`config.mk`:
```
export PLATFORM = sky130hd
export DESIGN_NAME = lhist_btb
export DESIGN_NICKNAME = d
export VERILOG_FILES = /design/src/rtl/lhb_pkg.sv /design/src/rtl/lhb_entry.sv /design/src/rtl/lhb_lookup.sv /design/src/rtl/lhist_btb.sv
export SDC_FILE = /design/constraint.sdc
export NUM_CORES = 1
export LEC_CHECK = 0
export ABC_AREA = 1
export CORE_MARGIN = 1
export CORE_UTILIZATION = 55
export CTS_BUF_LIST = sky130_fd_sc_hd__clkbuf_4 sky130_fd_sc_hd__clkbuf_8
export DETAILED_ROUTE_END_ITERATION = 16
export PLACE_DENSITY = 0.84
export SYNTH_ARGS = -nofsm -noshare
export SYNTH_HDL_FRONTEND = slang
export SYNTH_SLANG_ARGS = --single-unit
```
`constraint.sdc`:
```
create_clock -name clk -period 5.6 [get_ports clk]
set_clock_uncertainty 0.1 [all_clocks]
set_input_delay 1.12 -clock clk [delete_from_list [all_inputs] [get_ports clk]]
set_output_delay 1.12 -clock clk [all_outputs]
set_load 0.1 [all_outputs]
```
`src/rtl/lhb_pkg.sv`:
```
package lhb_pkg;

  typedef enum logic [1:0] {
    CTR_SNT = 2'd0,
    CTR_WNT = 2'd1,
    CTR_WT  = 2'd2,
    CTR_ST  = 2'd3
  } ctr_t;

  // saturating two-bit step toward the resolved outcome
  function automatic logic [1:0] ctr_step(input logic [1:0] c, input logic tk);
    if (tk) return (c == 2'd3) ? 2'd3 : c + 2'd1;
    else    return (c == 2'd0) ? 2'd0 : c - 2'd1;
  endfunction

  // starting counter value for a freshly allocated entry
  function automatic logic [1:0] ctr_seed(input logic backward);
    return backward ? 2'(CTR_WT) : 2'(CTR_WNT);
  endfunction

endpackage

```
`src/rtl/lhb_entry.sv`:
```
module lhb_entry
  import lhb_pkg::*;
#(
  parameter int PC_W   = 16,
  parameter int TAG_W  = 12,
  parameter int HIST_W = 5,
  parameter int NCTR   = 32
) (
  input  logic              clk,
  input  logic              rst_n,
  input  logic              wr_hit,
  input  logic              wr_alloc,
  input  logic              alloc_back,
  input  logic              up_taken,
  input  logic [TAG_W-1:0]  up_tag,
  input  logic [PC_W-1:0]   up_tgt,
  output logic              e_valid,
  output logic [TAG_W-1:0]  e_tag,
  output logic [PC_W-1:0]   e_target,
  output logic [HIST_W-1:0] e_hist,
  output logic [2*NCTR-1:0] e_ctrs
);

  logic [1:0] ctr_q [NCTR];
  logic       ctr_live;
  logic [1:0] sel_ctr;

  assign ctr_live = int'(e_hist) < NCTR;

  always_comb begin
    sel_ctr = 2'd0;
    for (int i = 0; i < NCTR; i++)
      if (e_hist == HIST_W'(i)) sel_ctr = ctr_q[i];
  end

  for (genvar g = 0; g < NCTR; g++) begin : g_flat
    assign e_ctrs[2*g +: 2] = ctr_q[g];
  end

  always_ff @(posedge clk) begin
    if (!rst_n) begin
      e_valid  <= 1'b0;
      e_tag    <= '0;
      e_target <= '0;
      e_hist   <= '0;
      for (int i = 0; i < NCTR; i++) ctr_q[i] <= 2'd0;
    end else if (wr_alloc) begin
      e_valid  <= 1'b1;
      e_tag    <= up_tag;
      e_target <= up_tgt;
      e_hist   <= '0;
      for (int i = 0; i < NCTR; i++) ctr_q[i] <= ctr_seed(alloc_back);
    end else if (wr_hit) begin
      e_target <= up_tgt;
      for (int i = 0; i < NCTR; i++)
        if (e_hist == HIST_W'(i)) ctr_q[i] <= ctr_step(ctr_q[i], up_taken);
      e_hist <= {e_hist[HIST_W-2:0], up_taken};
    end
  end

  // allocation leaves an empty history and seeded counters
  a_r5_alloc_init: assert property (@(posedge clk) disable iff (!rst_n)
    wr_alloc |=> e_valid && e_hist == '0 && sel_ctr == ($past(alloc_back) ? 2'd2 : 2'd1));

  // newest outcome lands in history bit 0
  a_r3_hist_lsb: assert property (@(posedge clk) disable iff (!rst_n)
    wr_hit |=> e_hist[0] == $past(up_taken));

  // a training hit refreshes the target
  a_r9_target_follow: assert property (@(posedge clk) disable iff (!rst_n)
    wr_hit |=> e_target == $past(up_tgt));

  // strongly-taken counter stays there on a taken hit at the same history
  a_r2_sat_top: assert property (@(posedge clk) disable iff (!rst_n)
    (wr_hit && ctr_live && up_taken && sel_ctr == 2'd3 && e_hist == '1) |=> sel_ctr == 2'd3);

endmodule

```
`src/rtl/lhb_lookup.sv`:
```
module lhb_lookup #(
  parameter int PC_W   = 16,
  parameter int TAG_W  = 12,
  parameter int HIST_W = 5,
  parameter int NCTR   = 32
) (
  input  logic              e_valid,
  input  logic [TAG_W-1:0]  e_tag,
  input  logic [PC_W-1:0]   e_target,
  input  logic [HIST_W-1:0] e_hist,
  input  logic [2*NCTR-1:0] e_ctrs,
  input  logic [PC_W-1:0]   lk_pc,
  input  logic [PC_W-1:0]   lk_tgt,
  output logic              hit,
  output logic              taken,
  output logic [PC_W-1:0]   target
);

  function automatic logic goes_back(input logic [PC_W-1:0] pc, input logic [PC_W-1:0] tg);
    return tg < pc;
  endfunction

  logic       live;
  logic [1:0] sel;

  assign hit  = e_valid && (e_tag == lk_pc[PC_W-1 -: TAG_W]);
  assign live = int'(e_hist) < NCTR;

  always_comb begin
    sel = 2'd0;
    for (int i = 0; i < NCTR; i++)
      if (e_hist == HIST_W'(i)) sel = e_ctrs[2*i +: 2];
  end

  always_comb begin
    if (!hit)      taken = goes_back(lk_pc, lk_tgt);
    else if (live) taken = sel[1];
    else           taken = goes_back(lk_pc, e_target);
    target = hit ? e_target : lk_tgt;
  end

endmodule

```
`src/rtl/lhist_btb.sv`:
```
module lhist_btb #(
  parameter int PC_W    = 16,
  parameter int ALIGN   = 2,
  parameter int IDX_W   = 2,
  parameter int HIST_W  = 5,
  parameter bit REDUCED = 1'b0
) (
  input  logic            clk,
  input  logic            rst_n,
  input  logic [PC_W-1:0] lk_pc,
  input  logic [PC_W-1:0] lk_tgt,
  output logic            lk_hit,
  output logic            lk_taken,
  output logic [PC_W-1:0] lk_target,
  input  logic            up_valid,
  input  logic [PC_W-1:0] up_pc,
  input  logic            up_taken,
  input  logic [PC_W-1:0] up_tgt
);

  localparam int ENTRIES = 1 << IDX_W;
  localparam int TAG_W   = PC_W - ALIGN - IDX_W;
  localparam int FULLN   = 1 << HIST_W;
  localparam int NCTR    = REDUCED ? FULLN - 3 : FULLN;

  logic              e_valid  [ENTRIES];
  logic [TAG_W-1:0]  e_tag    [ENTRIES];
  logic [PC_W-1:0]   e_target [ENTRIES];
  logic [HIST_W-1:0] e_hist   [ENTRIES];
  logic [2*NCTR-1:0] e_ctrs   [ENTRIES];

  logic [IDX_W-1:0]  up_idx, lk_idx;
  logic [TAG_W-1:0]  up_tag;
  logic              up_match, up_back;
  logic [ENTRIES-1:0] wr_hit_v, wr_alloc_v;

  assign up_idx   = up_pc[ALIGN +: IDX_W];
  assign lk_idx   = lk_pc[ALIGN +: IDX_W];
  assign up_tag   = up_pc[PC_W-1 -: TAG_W];
  assign up_match = e_valid[up_idx] && (e_tag[up_idx] == up_tag);
  assign up_back  = up_tgt < up_pc;

  for (genvar g = 0; g < ENTRIES; g++) begin : g_ent
    assign wr_hit_v[g]   = up_valid &&  up_match && (up_idx == IDX_W'(g));
    assign wr_alloc_v[g] = up_valid && !up_match && (up_idx == IDX_W'(g));
    lhb_entry #(.PC_W(PC_W), .TAG_W(TAG_W), .HIST_W(HIST_W), .NCTR(NCTR)) u_ent (
      .clk(clk), .rst_n(rst_n),
      .wr_hit(wr_hit_v[g]), .wr_alloc(wr_alloc_v[g]), .alloc_back(up_back),
      .up_taken(up_taken), .up_tag(up_tag), .up_tgt(up_tgt),
      .e_valid(e_valid[g]), .e_tag(e_tag[g]), .e_target(e_target[g]),
      .e_hist(e_hist[g]), .e_ctrs(e_ctrs[g])
    );
  end

  lhb_lookup #(.PC_W(PC_W), .TAG_W(TAG_W), .HIST_W(HIST_W), .NCTR(NCTR)) u_lk (
    .e_valid(e_valid[lk_idx]), .e_tag(e_tag[lk_idx]), .e_target(e_target[lk_idx]),
    .e_hist(e_hist[lk_idx]), .e_ctrs(e_ctrs[lk_idx]),
    .lk_pc(lk_pc), .lk_tgt(lk_tgt),
    .hit(lk_hit), .taken(lk_taken), .target(lk_target)
  );

  // one resolution touches at most one entry
  a_r1_one_write: assert property (@(posedge clk) disable iff (!rst_n)
    $onehot0(wr_hit_v | wr_alloc_v));

  // miss falls back to the direction rule on the decoded target
  a_r6_miss_static: assert property (@(posedge clk) disable iff (!rst_n)
    !lk_hit |-> (lk_taken == (lk_tgt < lk_pc)) && (lk_target == lk_tgt));

  // histories beyond the counter bank use the stored target's direction
  a_r7_reduced_static: assert property (@(posedge clk) disable iff (!rst_n)
    (lk_hit && int'(e_hist[lk_idx]) >= NCTR) |-> lk_taken == (lk_target < lk_pc));

endmodule

```
# Yosys cells after proc, flatten, opt, wreduce, memory -nomap -nowiden
# Memories as Yosys holds them, arrays and structs flattened.
# Index checks and enable logic that the tools add are counted.
dict set report classes {
  add_sub_neg 256
  magnitude_cmp 4
  eq_ne 288
  muxes 1869
  n_bitwise 259
  n_reduce_logical 155
}
# operator n
set op_table {}
lappend op_table {{$mux 2} 1185}
lappend op_table {{$mux 1} 658}
lappend op_table {{$eq 5x5->1 const B} 80}
lappend op_table {{$eq 2x2->1 const B} 130}
lappend op_table {{$logic_not 2->1} 129}
lappend op_table {{$add 2x1->2 const B} 128}
lappend op_table {{$or 1x1->1} 256}
lappend op_table {{$sub 2x1->2 const B} 128}
lappend op_table {{$eq 5x4->1 const B} 40}
lappend op_table {{$mux 16} 11}
lappend op_table {{$bmux 64 s2} 1}
lappend op_table {{$mux 64} 2}
lappend op_table {{$eq 5x3->1 const B} 20}
lappend op_table {{$eq 5x2->1 const B} 10}
lappend op_table {{$bmux 12 s2} 2}
lappend op_table {{$mux 12} 4}
lappend op_table {{$bmux 16 s2} 1}
lappend op_table {{$lt 16x16->1} 2}
lappend op_table {{$eq 5x1->1 const B} 5}
lappend op_table {{$logic_not 5->1} 5}
lappend op_table {{$eq 12x12->1} 2}
lappend op_table {{$logic_and 1x1->1} 12}
lappend op_table {{$bmux 5 s2} 1}
lappend op_table {{$mux 5} 2}
lappend op_table {{other kinds (8)} 17}
dict set report word_totals {
  ff_bits 136
  ram_bits 256
  elab_cells 2851
  mem_count 4
}
# name words width read_ports rd_ports_with_merged_regs write_ports line_no
set memory_table {}
lappend memory_table {{g_ent[0].u_ent.ctr_q} 32 2 32 0 32 lhb_entry.sv:24} ;# logic [1:0] ctr_q [NCTR];
lappend memory_table {{g_ent[1].u_ent.ctr_q} 32 2 32 0 32 lhb_entry.sv:24}
lappend memory_table {{g_ent[2].u_ent.ctr_q} 32 2 32 0 32 lhb_entry.sv:24}
lappend memory_table {{g_ent[3].u_ent.ctr_q} 32 2 32 0 32 lhb_entry.sv:24}

# Longest topological paths before layout
# Gate-level depths: netlist of the first run.
dict set report depth {
  depth_word 38
  mapped_depth 27
  mapped_depth_nobuf 26
}

# By module
# Synthesis of the first run repeated with hierarchy kept, for this count alone.
dict set report unflattened {
  cells_unflattened 3648
  area_unflattened_um2 25121.6
}
# mod instances cells_per_inst area_each_um2 seq_area_each_um2
set by_module_without_submodules {}
lappend by_module_without_submodules {{lhb_entry (g_ent[0].u_ent ...)} 2 668 5092.4 2602.5}
lappend by_module_without_submodules {{lhb_entry (g_ent[2].u_ent)} 1 662 5077.4 2602.5}
lappend by_module_without_submodules {{lhb_entry (g_ent[3].u_ent)} 1 639 4998.5 2602.5}
lappend by_module_without_submodules {lhist_btb 1 791 3703.6 0.0}
lappend by_module_without_submodules {lhb_lookup 1 220 1157.4 0.0}

# Least setup slack after synthesis of the first run
# No wires, ideal clock.
dict set report synth_timing {
  path_type {input to output}
  startpoint {input lk_pc[3]}
  endpoint {output lk_target[10]}
  arrival_ns 4.640
  slack_ns -0.260
  cell_stages 14
  path_buffers 4
  cell_sequence {buf_2 > inv_1 > buf_2 > buf_2 > a21oi_1 > o21ai_0 > nand2_1 > a32o_1 > a311oi_1 > o2111ai_1 > nor3_1 > clkbuf_1 > o21ai_0 > inv_1}
}
dict set report synth_via {
  elab_chain_cells 7
  word_cells_on_any_way 13
}
# item line_no
set synth_rtl {}
lappend synth_rtl {{from (decl)} lhist_btb.sv:10} ;# input logic [PC_W-1:0] lk_pc,
lappend synth_rtl {{$not 2->3 (implied by the code) (*)} lhist_btb.sv:56} ;# .e_valid(e_valid[lk_idx]), .e_tag(e_tag[lk_idx]), .e_target(e_target[lk_idx]),
lappend synth_rtl {{$bmux 12 s2} lhist_btb.sv:56}
lappend synth_rtl {{$mux 12 (implied by the code) (2 in series)} lhist_btb.sv:56}
lappend synth_rtl {{$eq 12x12->1} lhb_lookup.sv:26} ;# assign hit = e_valid && (e_tag == lk_pc[PC_W-1 -: TAG_W]);
lappend synth_rtl {{$logic_and 1x1->1 (*)} lhb_lookup.sv:26}
lappend synth_rtl {{named net lk_hit} lhist_btb.sv:12} ;# output logic lk_hit,
lappend synth_rtl {{$mux 16 (*)} lhb_lookup.sv:39} ;# target = hit ? e_target : lk_tgt;
lappend synth_rtl {{to (decl)} lhist_btb.sv:14} ;# output logic [PC_W-1:0] lk_target,
# Mark *: on every way through the listed nets, which the timed path passes. The rest lies on a longest branch. The select of a mux whose other input is x is not followed.

# Final worst setup path of the first run
dict set report layout_timing {
  startpoint {input lk_pc[2]}
  endpoint {output lk_taken}
}
dict set report layout_via {
  elab_chain_cells 38
  word_cells_on_any_way 81
}
# item line_no
set layout_rtl {}
lappend layout_rtl {{$not 2->3 (implied by the code)} {lhist_btb.sv:56, lhist_btb.sv:57}}
lappend layout_rtl {{$bmux 5 s2} lhist_btb.sv:57} ;# .e_hist(e_hist[lk_idx]), .e_ctrs(e_ctrs[lk_idx]),
lappend layout_rtl {{$mux 5 (implied by the code) (2 in series)} lhist_btb.sv:57}
lappend layout_rtl {{$logic_not 5->1} lhb_lookup.sv:32} ;# if (e_hist == HIST_W'(i)) sel = e_ctrs[2*i +: 2];
lappend layout_rtl {{$mux 2 (32 in series)} lhb_lookup.sv:32}
lappend layout_rtl {{$mux 1 (*)} lhb_lookup.sv:36} ;# if (!hit) taken = goes_back(lk_pc, lk_tgt);
lappend layout_rtl {{to (decl)} lhist_btb.sv:13} ;# output logic lk_taken,
# Mark *: on every way between the ends. The rest lies on a longest branch, timed or not. The select of a mux whose other input is x is not followed.

==> run_results.csv, run 1 <==
group,metric,value,unit
finish,fin_area,26600,um^2
worst_setup_path,cp_max_fo,27,
sta,rsz0062_at_grt,"false",
grt,grt_overflow,0,
power_and_ir_drop,total_power,0.00740,W
power_and_ir_drop,powerDensity,278,nW/um^2
power_and_ir_drop,leakage,11.8,nW
worst_setup_path,path_common_cell,"nand2_1",
worst_setup_path,slowest_stage,"nor2_1",
grt,grt_usage,32.9,%
sta,slew_headroom,33.3,%
worst_setup_path,cp.required,4.38,ns
logic_synthesis,synth-seq-cells,392,
logic_synthesis,synth_area_leader_cell,"edfxtp_1",
flow_run,maxCapViolCount,0,
sta,fin_crit_sh,96.1,%
grt,grt_pass1_vias,21400,
worst_setup_path,critPathKind,"input port to primary output",
logic_synthesis,synth.avg_cell_area,7.27,um^2
worst_setup_path,critical-path-max-stage-delay,0.45,ns
logic_synthesis,netlist.area_leader.share,32.4,%
logic_synthesis,async_reset_ff_share,0,%
sta,fin_setup_tns,0,ns
die,die_area,43900,um^2
die,start_util,56.1,%
worst_setup_path,start_kind,"input port",
worst_setup_path,crit_family,"simple AND/OR/NAND/NOR gates",
outcome,outcome,"finished clean",
finish,area_delta_synth_final,12.1,%
logic_synthesis,synth_commonest_cells,"nand2_1, inv_1, o21ai_0",
worst_setup_path,cp_num_buf_inv,4,
clocking,cts.clk_slew.worst_paths,0.06,ns
clocking,cts_resized,0,
sta,slew_viol_final,0,
die,core-area,42200,um^2
grt,grt_max_degree,125,
logic_synthesis,ys.flop_type,"edfxtp_1",
grt,grt_pass1_wl,114,mm
clocking,cts-root-buf,"clkbuf_8",
route,vias,23200,
route,firstDrtPassIters,6,
route,antenna_left,0,
clocking,cts_sinks,392,
placement,portBuffers,85,
sta,finalCriticalPeriod,5.38,ns
sta,setup_viol,0,
finish,post-route-util,62.9,%
logic_synthesis,synth_area_leaders,"edfxtp_1, dfxtp_1, nand2_1, o21ai_0, a21oi_1",
clocking,postCtsSetupRepairBufs,0,
route,vias_per_cell,5.93,
sta,worst-slew-pin-transition,1.00,ns
logic_synthesis,yosysSeqAreaShare,43.9,%
die,die_x,210,um
finish,fillCellCount,3605,
logic_synthesis,synthCells,3261,
route,wl_per_cell,18.5,um
sta,hold_viol,0,
power_and_ir_drop,ir_drop,204,uV
finish,final_nets,3418,
finish,drive_above_1_share,9.16,%
sta,fmax,186,MHz
logic_synthesis,syn-cell-area,23700,um^2
grt,antenna_found_initial,1,
clocking,cts_inserted_buffers,69,
die,rows,75,
worst_setup_path,arrival,4.16,ns
route,first_iter_violations,3150,
clocking,cts_tree,"done",
placement,dpl.hpwl,51.4,mm
clocking,htree_levels,3,
clocking,clk_latency,0.64,ns
clocking,hold_buffers,0,
sta,hold-worst-slack,0.351,ns
logic_synthesis,synth_edf_count,256,
placement,placed_area,25200,um^2
hold_path,hold_class,"flip-flop to flip-flop",
route,wl,72.3,mm
logic_synthesis,yosysMostFrequentCell,"nand2_1",
worst_setup_path,critPathCaptureType,"primary output",
logic_synthesis,ys_warn_count,0,
logic_synthesis,syn_nets,3359,
clocking,clk_path_buf_depth,3,
die,io_pins,86,
die,die_h,210,um
route,drc_errors,0,
placement,gp_congestion,1.09,
logic_synthesis,synth.distinct_cells,52,
==> routing by layer <==
metal | global-route usage [%] | vias to the layer above | wire (um)
met1 | 43.8 | 10600 | 27900
met3 | 7.09 | 253 | 8750
met2 | 50.1 | 1397 | 31600
li1 | - | 11000 | -
met5 | 0 | - | 0
met4 | 18.2 | 0 | 4100
==> flip-flops by register name, summed over array words and instances, names as in the netlist <==
register and cells:
g_ent.u_ent.e_valid 4, g_ent.u_ent.e_hist 20, g_ent.u_ent.e_tag 48, g_ent.u_ent.e_target 64, g_ent.u_ent.ctr_q 256
==> layout make-up <==
| type | count | area, um^2 | area share [%] |
|---|---|---|---|
| flip-flops and latches | 392 | 10400 | 39.2 |
| repair buffers | 140 | 1480 | 5.55 |
| well taps | 539 | 674 | 2.54 |
| clock buffers | 101 | 1260 | 4.74 |
| inverters | 478 | 1800 | 6.78 |
| diodes | 1 | 2.50 | 0.00941 |
| multi-input cells | 2239 | 10800 | 40.8 |
| clock inverters | 22 | 113 | 0.424 |
==> tightest hold or removal path, delay by kind of cell (launching register included) <==
kind / cells / cell delay, ns
AOI/OAI and AO/OA: 1 / 0.05
DFF: 1 / 0.30
buffers and inverters: 1 / 0.06
==> report_power, final <==
group          switching, W  internal (W)  leakage (nW)  total, W
clock               0.00124       0.00144         0.722   0.00269
sequential         0.000156       0.00333          3.65   0.00349
combinational      0.000813      0.000408          7.41   0.00122
total               0.00221       0.00518          11.8   0.00740
==> metrics by stage <==
stage	std cells	worst slack [ns]
after global placement	3788	0.419
after global routing	3912	0.0698
after detailed placement	3788	0.363
after floorplan	3261	0.111
after CTS	3911	0.353
final	3912	0.217
==> path summary, 6_finish.rpt <==
kind | startpoint | endpoint | slack, ns | cells after the start
worst min-delay path | g_ent[1].u_ent.e_target[14] | g_ent[1].u_ent.e_target[14] | 0.35 | 2
worst max-delay path | lk_pc[2] | lk_taken | 0.22 | 26
worst min register to register | g_ent[1].u_ent.e_target[14] | g_ent[1].u_ent.e_target[14] | 0.35 | 2
worst max register to register | g_ent[1].u_ent.e_tag[1] | g_ent[2].u_ent.ctr_q[0][19] | 2.28 | 13
==> cell families after synthesis <==
kind of cell	Yosys count	share of synthesized area (%)
AOI/OAI and AO/OA	945	22.0
xor gates and xnor gates	5	0.185
adders and majority gates	30	1.58
buffers and inverters	630	10.4
DFF	392	43.9
and+or+nand+nor	1259	22.0
==> placed cells by master, fill, tap and decap left out, types with 30 or more instances in the layout <==
| cell type | n |
|---|---|
| o22ai_1 | 55 |
| nand3_1 | 73 |
| o21ai_0 | 376 |
| a21oi_1 | 351 |
| o21ai_1 | 40 |
| edfxtp_1 | 256 |
| nor2_1 | 350 |
| dfxtp_1 | 136 |
| clkdlybuf4s50_1 | 63 |
| nand2_1 | 720 |
| ha_1 | 30 |
| buf_4 | 53 |
| or2_2 | 56 |
| clkbuf_8 | 80 |
| inv_1 | 455 |
(Power assumes the default switching activity.)
==> run 2, diff against run 1 <==
CAP_MARGIN = 20   (was default)
CORE_ASPECT_RATIO = 2   (was default)
PLACE_DENSITY = 0.87   (was 0.84)
clock period = 4.45 ns   (was 5.6 ns; I/O delays follow)
==> run 2 against run 1 <==
  * The run now ends with setup timing left
  * Global-route usage is 5.4 points higher
  * Final cell count is 6.3% higher
  * Total power is 26% higher
  * Die area is 0.12% higher
  * Non-clock buffer count is 264 higher
  * Flip-flop and latch count stayed put
  * Clock power is 13% higher
  * Wire length is 19% higher
  * Via count is 7.9% higher
  * Count of clock-buffer cells in the layout is 23 lower
  * Combinational power is 53% higher
  * Hold slack better by 0.0036 ns
==> run_results.csv, run 2 (same netlist as run 1, synthesis figures left out) <==
group,metric,value,unit
finish,final_nets,3668,
power_and_ir_drop,clockPowerShare,32.7,%
grt,grt_pass1_wl,127,mm
sta,fin_crit_sh,103,%
finish,final_common_cell,"nand2_1",
route,routed-wl-met3,6.82,mm
worst_setup_path,cp.required,3.46,ns
worst_setup_path,crit_family,"compound AO/OA/AOI/OAI gates",
clocking,cts-root-buf,"clkbuf_8",
grt,grt_overflow,0,
route,firstDrtPassIters,8,
finish,fin_cells,4160,
worst_setup_path,cp_max_fo,8,
worst_setup_path,crit_chain,"buf_16 > buf_12 > clkbuf_16 > buf_8 > a21oi_4 > o21ai_4 > a32o_2 > a311oi_2 > o2111ai_2 > nor3_4 > buf_12 > buf_12 > nand3_1 > o21ai_1 > inv_1 > buf_12",
power_and_ir_drop,netSwitchingFraction,30.4,%
die,rows,107,
clocking,cts.clk_slew.worst_paths,0.07,ns
worst_setup_path,r2r-end,"g_ent[2].u_ent.ctr_q[1][27]",
placement,place_ws,-0.212,ns
clocking,cts_inserted_buffers,55,
route,wl_met2,42.7,mm
route,antenna_left,0,
finish,top_regs,"g_ent.u_ent.ctr_q (256), g_ent.u_ent.e_target (64), g_ent.u_ent.e_tag (48)",
power_and_ir_drop,leakage,13.3,nW
worst_setup_path,critPathLaunch,"lk_pc[2]",
sta,hold-worst-slack,0.355,ns
clocking,cts_tree,"done",
grt,grt_max_degree,114,
sta,setup_viol,4,
worst_setup_path,critPathKind,"input port to primary output",
worst_setup_path,critical-path-max-stage-delay,0.26,ns
worst_setup_path,reg2reg_slack,1.01,ns
finish,largest_register_ffs,256,
placement,dpl.hpwl,62.6,mm
outcome,violations,"setup timing",
outcome,outcome,"complete, but fails checks",
sta,worst-slew-pin-transition,0.891,ns
power_and_ir_drop,internal_power,0.00648,W
clocking,clk_latency,0.66,ns
route,first_iter_violations,2407,
power_and_ir_drop,powerDensity,317,nW/um^2
hold_path,hold_class,"flip-flop to flip-flop",
route,top_layer,"met5",
clocking,clk_path_buf_depth,3,
die,die_h,296,um
worst_setup_path,path_common_cell,"buf_12",
sta,fmax,219,MHz
route,wl_per_cell,20.7,um
power_and_ir_drop,ir_drop,379,uV
sta,finalCriticalPeriod,4.57,ns
finish,area_delta_synth_final,24.0,%
power_and_ir_drop,seqPwrFrac,47.1,%
die,core-area,42600,um^2
sta,slew_headroom,40.6,%
worst_setup_path,reg2regPathDepth,16,
die,die_x,149,um
finish,post-route-util,69.0,%
placement,dp_cells,4029,
worst_setup_path,critPathCaptureType,"primary output",
sta,slew_viol_final,0,
placement,gp_congestion,1.03,
power_and_ir_drop,p_comb_share,20.1,%
worst_setup_path,start_kind,"input port",
die,die_area,44000,um^2
grt,antenna_found_initial,3,
grt,grt_usage,38.4,%
worst_setup_path,rr_startpoint,"g_ent[3].u_ent.e_tag[1]",
route,wl_met1,25.6,mm
route,vias,25000,
worst_setup_path,cp_num_buf_inv,8,
power_and_ir_drop,net-switching-power,0.00283,W
die,start_util,55.7,%
finish,layout_common_cells,"nand2_1, inv_1, a21oi_1",
clocking,htree_levels,2,
grt,grt_pass1_vias,24300,
worst_setup_path,slowest_stage,"a32o_2",
finish,drive_above_1_share,17.9,%
placement,portBuffers,85,
finish,largest_register,"g_ent.u_ent.ctr_q",
clocking,hold_buffers,0,
worst_setup_path,crit_end,"lk_target[7]",
sta,rsz0062_at_grt,"true",
route,drc_errors,0,
route,wl,86.2,mm
worst_setup_path,arrival,3.58,ns
flow_run,maxCapViolCount,0,
worst_setup_path,crit_cells,16,
sta,hold_viol,0,
power_and_ir_drop,total_power,0.00931,W
clocking,cts_sinks,392,
die,io_pins,86,
sta,finalWorstSetupSlack,-0.116,ns
route,vias_per_cell,6.02,
## run 2: cell types whose count changed in the layout (fill, tap and decap cells not counted), sizes merged
cell / previous run / this run
diode: 1 / 3
clkinvlp: 4 / 3
clkinv: 26 / 22
clkbuf: 101 / 86
inv: 470 / 471
buf: 77 / 333
bufinv: 0 / 3
## run 2: worst reg2reg max path, cell delays in order (launching register included)
cell and delay (ns):
dfxtp_1 0.31, inv_1 0.08, o22ai_1 0.10, a221oi_1 0.57
nor2_1 0.12, inv_1 0.10, nand2_1 0.08, nor4_4 0.32
nand3_4 0.28, nor2_4 0.26, inv_4 0.07, nor2_8 0.19
buf_12 0.15, nand2_1 0.06, nand2_1 0.10, nor2_1 0.08
a31o_2 0.21
## run 2: timing repair
| action | 4_1_cts | 5_1_grt |
|---|---|---|
| endpoints found under the setup margin | 15 | 18 |
| cloned | 0 | 8 |
| endpoints found under the hold margin | 0 | 0 |
| setup buffers | 0 | 21 |
| pin swaps | 1 | 31 |
| resized for setup | 19 | 159 |
## run 2: power by group through the flow
stage / clock network (W) / registers [W] / logic (W)
floorplan: 0 / 0.00437 / 0.00103
global placement: 0 / 0.00444 / 0.00168
detailed placement: 0 / 0.00445 / 0.00172
CTS: 0.00304 / 0.00438 / 0.00174
global route: 0.00318 / 0.00441 / 0.00201
finish: 0.00305 / 0.00439 / 0.00187
## run 2: how the worst min path moves through the flow
stage	startpoint	end	slack, ns	cells after the start
finish	g_ent[3].u_ent.e_target[3]	g_ent[3].u_ent.e_target[3]	0.36	2
global route	g_ent[3].u_ent.e_target[5]	g_ent[3].u_ent.e_target[5]	0.37	2
CTS	g_ent[3].u_ent.e_target[3]	g_ent[3].u_ent.e_target[3]	0.36	2
detailed placement	g_ent[1].u_ent.e_target[3]	g_ent[1].u_ent.e_target[3]	0.34	2
global placement	g_ent[1].u_ent.e_target[13]	g_ent[1].u_ent.e_target[13]	0.34	2
floorplan	g_ent[1].u_ent.e_target[10]	g_ent[1].u_ent.e_target[10]	0.33	2
## run 2: layer usage
| layer | up-vias | global-route usage [%] |
|---|---|---|
| met5 | - | 0 |
| met4 | 2 | 41.1 |
| met3 | 575 | 5.62 |
| met2 | 1568 | 67.8 |
| met1 | 11400 | 36.0 |
| li1 | 11500 | - |
## run 2: cell type report
class,instances,area [um^2]
Fill cell,3265,13200
Multi-Input combinational cell,2239,11100
Sequential cell,392,10400
Timing Repair Buffer,404,4160
Inverter,478,1820
Clock buffer,78,967
Tap cell,545,682
Clock inverter,21,184
Antenna cell,3,7.51
## run 2: metrics by stage
step,TNS (ns),cell area (um^2)
CTS,0,28600
finish,-0.245,29400
global route,-0.622,29400
floorplan,0,23700
detailed placement,-32.54,27400
global placement,-14.59,27400
